## src/rtl/lcd_drv_pkg.sv

```systemverilog
package lcd_drv_pkg;

   localparam logic [1:0] LV_LOW  = 2'b00;
   localparam logic [1:0] LV_MID  = 2'b01;
   localparam logic [1:0] LV_HIGH = 2'b10;

   // full-swing level: neg=1 gives ground, neg=0 gives supply
   function automatic logic [1:0] full_lvl(input logic neg);
      return neg ? LV_LOW : LV_HIGH;
   endfunction

endpackage

```

## src/rtl/lcd_step_timer.sv

```systemverilog
module lcd_step_timer #(
   parameter int TICKS_PER_STEP = 4
) (
   input  logic clk,
   input  logic rst_n,
   input  logic clr_i,
   input  logic tick_i,
   output logic step_o
);

   localparam int DIV_W = (TICKS_PER_STEP > 1) ? $clog2(TICKS_PER_STEP) : 1;
   localparam logic [DIV_W-1:0] DIV_LAST = DIV_W'(TICKS_PER_STEP - 1);

   generate
      if (TICKS_PER_STEP == 1) begin : g_direct
         assign step_o = tick_i & ~clr_i;
      end else begin : g_count
         logic [DIV_W-1:0] cnt_q;

         always_ff @(posedge clk or negedge rst_n) begin
            if (!rst_n) begin
               cnt_q <= '0;
            end else if (clr_i) begin
               cnt_q <= '0;
            end else if (tick_i) begin
               if (cnt_q == DIV_LAST) cnt_q <= '0;
               else                   cnt_q <= cnt_q + 1'b1;
            end
         end

         assign step_o = tick_i & ~clr_i & (cnt_q == DIV_LAST);
      end
   endgenerate

endmodule

```

## src/rtl/lcd_scan_ctrl.sv

```systemverilog
module lcd_scan_ctrl #(
   parameter int N_COM = 4,
   parameter int N_SEG = 18
) (
   input  logic                     clk,
   input  logic                     rst_n,
   input  logic                     restart_i,
   input  logic                     step_i,
   input  logic [N_COM*N_SEG-1:0]   img_i,
   output logic                     startup_o,
   output logic [$clog2(N_COM)-1:0] slot_o,
   output logic                     pol_o,
   output logic [N_SEG-1:0]         row_o
);

   localparam int SLOT_W = $clog2(N_COM);
   localparam logic [SLOT_W-1:0] SLOT_LAST = SLOT_W'(N_COM - 1);

   logic [N_SEG-1:0]  img_rows [N_COM];
   logic              startup_q;
   logic              pol_q;
   logic [SLOT_W-1:0] slot_q;
   logic [SLOT_W-1:0] slot_nxt;
   logic [N_SEG-1:0]  row_q;
   logic              wrap;

   genvar gc;
   generate
      for (gc = 0; gc < N_COM; gc++) begin : g_rows
         assign img_rows[gc] = img_i[gc*N_SEG +: N_SEG];
      end
   endgenerate

   assign wrap     = (slot_q == SLOT_LAST);
   assign slot_nxt = (startup_q || wrap) ? '0 : slot_q + 1'b1;

   always_ff @(posedge clk or negedge rst_n) begin
      if (!rst_n) begin
         startup_q <= 1'b1;
         slot_q    <= '0;
         pol_q     <= 1'b0;
         row_q     <= '0;
      end else if (restart_i) begin
         startup_q <= 1'b1;
         slot_q    <= '0;
         pol_q     <= 1'b0;
      end else if (step_i) begin
         startup_q <= 1'b0;
         slot_q    <= slot_nxt;
         row_q     <= img_rows[slot_nxt];
         if (startup_q)  pol_q <= 1'b0;
         else if (wrap)  pol_q <= ~pol_q;
      end
   end

   assign startup_o = startup_q;
   assign slot_o    = slot_q;
   assign pol_o     = pol_q;
   assign row_o     = row_q;

endmodule

```

## src/rtl/lcd_com_drv.sv

```systemverilog
module lcd_com_drv
   import lcd_drv_pkg::*;
#(
   parameter int N_COM = 4
) (
   input  logic                     startup_i,
   input  logic                     en_i,
   input  logic [$clog2(N_COM)-1:0] slot_i,
   input  logic                     pol_i,
   output logic [2*N_COM-1:0]       com_lvl_o
);

   localparam int SLOT_W = $clog2(N_COM);

   genvar gc;
   generate
      for (gc = 0; gc < N_COM; gc++) begin : g_com
         logic [1:0] lvl;
         always_comb begin
            if (startup_i)                   lvl = LV_MID;
            else if (!en_i)                  lvl = LV_LOW;
            else if (slot_i == SLOT_W'(gc))  lvl = full_lvl(pol_i);
            else                             lvl = LV_MID;
         end
         assign com_lvl_o[2*gc +: 2] = lvl;
      end
   endgenerate

endmodule

```

## src/rtl/lcd_seg_drv.sv

```systemverilog
module lcd_seg_drv
   import lcd_drv_pkg::*;
#(
   parameter int N_SEG = 18
) (
   input  logic               startup_i,
   input  logic               en_i,
   input  logic               pol_i,
   input  logic [N_SEG-1:0]   row_i,
   output logic [2*N_SEG-1:0] seg_lvl_o
);

   genvar gs;
   generate
      for (gs = 0; gs < N_SEG; gs++) begin : g_seg
         logic [1:0] lvl;
         always_comb begin
            if (startup_i)   lvl = LV_MID;
            else if (!en_i)  lvl = LV_LOW;
            else             lvl = full_lvl(row_i[gs] ^ pol_i);
         end
         assign seg_lvl_o[2*gs +: 2] = lvl;
      end
   endgenerate

endmodule

```

## src/rtl/lcd_mux_drv.sv

```systemverilog
module lcd_mux_drv #(
   parameter int N_COM          = 4,
   parameter int N_SEG          = 18,
   parameter int TICKS_PER_STEP = 4
) (
   input  logic                   clk,
   input  logic                   rst_n,
   input  logic                   disp_en,
   input  logic                   resume,
   input  logic                   step_tick,
   input  logic [N_COM*N_SEG-1:0] seg_img,
   output logic [2*N_COM-1:0]     com_lvl,
   output logic [2*N_SEG-1:0]     seg_lvl
);

   localparam int SLOT_W = $clog2(N_COM);

   generate
      if (N_COM < 2 || N_COM > 8) begin : g_bad_com
         $error("lcd_mux_drv: N_COM must lie in 2..8");
      end
      if (N_SEG < 1 || N_SEG > 64) begin : g_bad_seg
         $error("lcd_mux_drv: N_SEG must lie in 1..64");
      end
      if (TICKS_PER_STEP < 1) begin : g_bad_tps
         $error("lcd_mux_drv: TICKS_PER_STEP must be at least 1");
      end
   endgenerate

   logic              step_pulse;
   logic              scan_startup;
   logic [SLOT_W-1:0] scan_slot;
   logic              scan_pol;
   logic [N_SEG-1:0]  scan_row;

   lcd_step_timer #(.TICKS_PER_STEP(TICKS_PER_STEP)) u_timer (
      .clk    (clk),
      .rst_n  (rst_n),
      .clr_i  (resume),
      .tick_i (step_tick),
      .step_o (step_pulse)
   );

   lcd_scan_ctrl #(.N_COM(N_COM), .N_SEG(N_SEG)) u_scan (
      .clk       (clk),
      .rst_n     (rst_n),
      .restart_i (resume),
      .step_i    (step_pulse),
      .img_i     (seg_img),
      .startup_o (scan_startup),
      .slot_o    (scan_slot),
      .pol_o     (scan_pol),
      .row_o     (scan_row)
   );

   lcd_com_drv #(.N_COM(N_COM)) u_com (
      .startup_i (scan_startup),
      .en_i      (disp_en),
      .slot_i    (scan_slot),
      .pol_i     (scan_pol),
      .com_lvl_o (com_lvl)
   );

   lcd_seg_drv #(.N_SEG(N_SEG)) u_seg (
      .startup_i (scan_startup),
      .en_i      (disp_en),
      .pol_i     (scan_pol),
      .row_i     (scan_row),
      .seg_lvl_o (seg_lvl)
   );

endmodule

```

## config.mk

```make
export PLATFORM = sky130hd
export DESIGN_NAME = lcd_mux_drv
export DESIGN_NICKNAME = d
export VERILOG_FILES = /design/src/rtl/lcd_drv_pkg.sv /design/src/rtl/lcd_step_timer.sv /design/src/rtl/lcd_scan_ctrl.sv /design/src/rtl/lcd_com_drv.sv /design/src/rtl/lcd_seg_drv.sv /design/src/rtl/lcd_mux_drv.sv
export SDC_FILE = /design/constraint.sdc
export NUM_CORES = 1
export LEC_CHECK = 0
export ABC_AREA = 0
export CAP_MARGIN = 20
export CELL_PAD_IN_SITES_DETAIL_PLACEMENT = 2
export CELL_PAD_IN_SITES_GLOBAL_PLACEMENT = 2
export CORE_UTILIZATION = 36
export DETAILED_ROUTE_END_ITERATION = 6
export DONT_BUFFER_PORTS = 1
export GPL_TIMING_DRIVEN = 0
export HOLD_SLACK_MARGIN = 0.03
export PLACE_DENSITY = 0.88
export SLEW_MARGIN = 20
export SYNTH_ARGS = -nofsm -noshare
export SYNTH_HDL_FRONTEND = slang
export SYNTH_SLANG_ARGS = --single-unit
```

## constraint.sdc

```tcl
create_clock -name clk -period 5 [get_ports clk]
set_clock_uncertainty 0.1 [all_clocks]
set_input_delay 0.5 -clock clk [delete_from_list [all_inputs] [get_ports clk]]
set_output_delay 0.5 -clock clk [all_outputs]
set_load 0.1 [all_outputs]
```

Word level (Yosys, flattened, before mapping) --
Cells that the tools add are included.
Storage, ports and cells: flip-flop bits (word level) 24, latch bits 0, RAM bits 0, bits in read-only memories 0, input port bits 77, logic and storage cells 124, memories kept 0
Operators by class: add/sub/neg operators 2, multiply operators 0, div/mod/pow operators 0, $lt $le $gt $ge 1, equality and inequality tests 4, shift operators 0, mux-type cells 82, bitwise logic cells 23, reduce and logical (&&, ||, !) cells 7
Operators with widths (count):
- $mux W2 | 73
- $bmux W18 S2 | 1
- $mux W18 | 2
- $xor A1 B1 Y1 | 18
- $eq A2 B2 Y1 const B | 3
- $mux W1 | 6
- $add A2 B1 Y2 const B | 2
- $reduce_and A2 Y1 | 2
- $reduce_bool A2 Y1 | 2
- $ge A3 B3 Y1 const B | 1
- $not A2 Y3 | 1
- $reduce_bool A3 Y1 | 1
- $and A1 B1 Y1 | 2
- $eq A2 B1 Y1 const B | 1
- $logic_not A2 Y1 | 1
- $not A1 Y1 | 2
- $logic_or A1 B1 Y1 | 1

Depth between registers and ports, before layout --
depth in word-level cells 7, gate-level depth with buffers 8, depth with buffers taken out 5

Cells and area by module --
Synthesis repeated with hierarchy kept, for this count alone.
Unflattened totals: cell total of the unflattened synthesis 262, area, all modules 2311.0 µm²
Modules (own cells, without submodules):
- lcd_scan_ctrl | times used 1, cells each 180, area an instance 1702.9 µm², seq. area each 551.8 µm²
- lcd_seg_drv | times used 1, cells each 59, area an instance 414.1 µm², seq. area each 0.0 µm²
- lcd_step_timer | times used 1, cells each 10, area an instance 107.6 µm², seq. area each 50.0 µm²
- lcd_com_drv | times used 1, cells each 13, area an instance 86.3 µm², seq. area each 0.0 µm²

Worst setup path before layout --
Ideal clock, no wire load.
path kind register to output, start point register u_scan.slot_q[0] (netlist: u_scan.slot_o[0]), end point output com_lvl[5], arrival 3058 ps, required time 4400 ps, slack 1342 ps, cell stages (with the launch flop) 7, cells stage by stage dfrtp_1 -> buf_4 -> buf_2 -> inv_1 -> ha_1 -> inv_1 -> nor3_1
Between the ends: longest elaborated chain between the ends 4
RTL lines:
- start: declaration | RTL line lcd_scan_ctrl.sv:22 | logic [SLOT_W-1:0] slot_q;
- start signal: assignment | RTL line lcd_scan_ctrl.sv:49 | slot_q <= slot_nxt;
- $eq A2 B2 Y1 | RTL line lcd_com_drv.sv:22 | else if (slot_i == SLOT_W'(gc)) lvl = full_lvl(pol_i);
- $mux W2 | RTL line lcd_com_drv.sv:22
- $mux W2 | RTL line lcd_com_drv.sv:21 | else if (!en_i) lvl = LV_LOW;
- $mux W2 | RTL line lcd_com_drv.sv:20 | if (startup_i) lvl = LV_MID;
- end: declaration | RTL line lcd_mux_drv.sv:12 | output logic [2*N_COM-1:0] com_lvl,
No other way between the ends.

Worst setup path after layout --
start point register u_scan.startup_q (netlist: u_scan.startup_o), end point output seg_lvl[1]
Between the ends: longest elaborated chain between the ends 1
RTL lines:
- start: declaration | RTL line lcd_scan_ctrl.sv:20 | logic startup_q;
- start signal: assignment | RTL line lcd_scan_ctrl.sv:39 | startup_q <= 1'b1;
- start signal: assignment | RTL line lcd_scan_ctrl.sv:44 | startup_q <= 1'b1;
- start signal: assignment | RTL line lcd_scan_ctrl.sv:48 | startup_q <= 1'b0;
- $mux W2 | RTL line lcd_seg_drv.sv:18 | if (startup_i) lvl = LV_MID;
- end: declaration | RTL line lcd_mux_drv.sv:13 | output logic [2*N_SEG-1:0] seg_lvl
No other way between the ends.

==> run metrics <==
Final period util=60.3%; Seq cells post-synth=24; area delta synth->final=14.3%; final WL=around 6600 microns; post-synthesis async set-or-reset flop share=between 90% and 100%; antenna violations before repair=0; Clock power frac=between 20 and 25%; design area=0.00233 sq mm; sw power=slightly above 0.2 mW; via count=~1800; final number of hold-violating endpoints=0; ys flop type=dfrtp_1; Leakage=1.02 nW; Fmax=roughly 330 MHz; CP max stage delay=a little under 0.9 ns; IO Pins=121; Max Slew Vio Count=0; Reg power frac=just under 50%; Synthesis Warnings=0; placed inst area=around 0.0023 sq mm; final RePlAce weighted congestion=between 0.7 and 0.8; # rows=27; Die W=~77 microns; part of the power in combinational logic=between 20% and 30%; Residual DRC=4; Final Setup Violations=0; Yosys top cell by area=dfrtp_1; crit end category=output port; Num Clock Sinks=24; worst slew pin tran=between 1 and 1.5 ns; total CTS buffers=3; Iteration-0 DRC Markers=52; HP Start=resume; Vias/cell=approximately 5.6; Max-Cap Viols=0; Synth Instances=~250; Buf/Inv on CP=2; CP delay by family, top=simple AND/OR/NAND/NOR gates; first drt pass iteration count=7; Synth cell types=37; IO Port Bufs=0; Avg WL per Cell=20.0 microns; switching part of the total=a little over a third; Post-synth EDFFs=0; starting density of the core=between 30% and 40%; core area=between 0.005 and 0.006 sq mm; Avg Cell Area, Syn=approximately 8 sq um; Post-Syn Nets=329; pwr/cell area=between 200 and 250 mW/mm^2; largest net degree at the start of global routing=25; ANT nets after route=0; critical path's slowest cell=nor2_2; sequence of cells on the critical path=buf_2 -> nand2b_1 -> buf_2 -> nor2_2; H-Tree Depth=1; failing checks=design-rule violations; Critical Path Fanout Max=23; first-pass GRT wire length=10600 microns; clock root buffer=clkbuf_8; min cycle time layout=3.01 ns; R2R Setup Slk=between 2 and 2.5 ns; Die Y=between 70 and 80 microns; type of the worst min-delay path=input pin to register; Seq/Total Area, Yosys=between 20 and 30%; Mapped Area=between 0.002 and 0.0025 sq mm; worst setup path start=u_scan.startup_o$_DFFE_PN1P_; Crit path required time=4.40 ns; Worst R2R Start=u_scan.slot_o[0]$_DFFE_PN0P_; crit path DAT=approximately 2.4 ns; share of Yosys cell area claimed by the top area cell type=roughly 28%; Critical Path Start Type=register; internal power=0.361 mW; utilization after layout=~43%; worst skew pair latency=about 0.27 ns; RSZ-0062 raised after global routing=no; n_diodes=0; Nets=340; Die Area=~0.0060 sq mm; CTS tree=built; top post-synthesis cells by area=dfrtp_1 (28%), mux2_2 (8.9%), buf_4 (7.7%); grt total ovfl=0; CP Class=register to output port; Max-slew headroom=between 20% and 30%; clk slew on worst S/H paths=approximately 0.09 ns; GRT Total Usage=between 20% and 30%; final setup TNS=0 ns; Clock Tree Buf Depth=2; hpwl dp=between 5000 and 6000 microns; Total Power=0.564 mW; status=finished with violations; number of global-route vias before repair=~2000; cell mode on critical path=buf_2; worst vdd ir=0.130 mV; share of layout cells above drive strength 1=31.9%
==> cell type report <==
cell class | count | area (sq um)
tap | 72 | 90.1
inverter | 8 | 30.0
buffer | 35 | 235
clock buffer | 4 | 45.0
timing repair buffer | 6 | 90.1
fill | 620 | 3150
multi-input combinational | 180 | 1230
sequential | 24 | 602
==> synth_stat cells (all sizes together), types with 2 or more instances <==
cell type   n
mux2i       3
nor3        4
a221o       3
o21ai      18
o31ai       2
ha          5
or4         3
dfrtp      23
a31oi      15
buf        30
xor2       18
inv         8
clkbuf      5
mux2       16
nand2b      3
nor2       38
a21o        4
nand2      19
a21oi      18
==> cells in the final DEF, fill, tap and decap left out, types with 2 or more instances in the layout <==
cell type,instances
nor2_2,18
dfrtp_1,23
ha_1,5
a21oi_1,17
o31ai_1,2
buf_8,4
buf_2,7
nor2_1,20
buf_4,21
o21ai_1,3
a21o_1,3
or4_1,3
clkbuf_8,3
a31oi_1,15
nor3_2,4
nand2_1,19
o21ai_0,15
mux2i_1,3
nand2b_1,3
buf_6,2
inv_1,8
a221o_1,3
xor2_1,18
clkbuf_1,5
mux2_2,16
==> state kept, by name, summed over array words and instances, names as in the netlist <==
register and cells:
u_scan.slot_o 2, u_scan.pol_o 1, u_timer.g_count.cnt_q 2, u_scan.startup_o 1
u_scan.row_o 18
==> timing repair <==
item / CTS / global route
buffers inserted: 0 / 0
endpoints found under the setup margin: 0 / 0
resized for setup: 0 / 0
hold buffers: 2 / 0
endpoints found under the hold margin: 24 / 0
==> stage by stage <==
step                      instances  setup slack (ns)  hold WS (ns)
after global routing            329              1.87         0.164
final                           329              1.99         0.176
after CTS                       329              1.96         0.167
after detailed placement        323              2.23         0.105
after floorplan                 247              1.34         0.104
after global placement          319              1.16         0.105
==> routing by layer <==
layer | GRT usage (%) | vias up | wire length (microns)
met5 | 0 | - | 0
met4 | 6.79 | 0 | 96
met3 | 2.02 | 8 | 262
met2 | 42.1 | 68 | 3560
met1 | 27.7 | 904 | 2640
li1 | - | 848 | -
==> cell families after synthesis <==
kind of cell / after synthesis / synth area share, %
DFF: 24 / 29.6
xor gates and xnor gates: 19 / 8.17
muxes: 19 / 10.3
buffers and inverters: 43 / 13.0
AOI/OAI and AO/OA: 62 / 18.2
adders and majority gates: 5 / 3.07
and+or+nand+nor: 75 / 17.6
==> final timing paths <==
path,to,cells after the start
max,seg_lvl[1],4
min,u_scan.pol_o$_DFFE_PN0P_,1
max reg2reg,u_scan.row_o[12]$_DFFE_PN0P_,8
min reg2reg,u_scan.row_o[16]$_DFFE_PN0P_,2
max in group asynchronous,u_scan.startup_o$_DFFE_PN1P_,2
min in group asynchronous,u_timer.g_count.cnt_q[0]$_DFFE_PN0P_,2
==> power by group through the flow <==
stage	sequential [mW]	combinational [mW]	clock, mW
floorplan	0.272	0.129	0
detailed placement	0.282	0.158	0
finish	0.277	0.162	0.124
global route	0.285	0.181	0.136
global placement	0.279	0.141	0
CTS	0.278	0.165	0.130
Power figures use the tool's default switching activity.
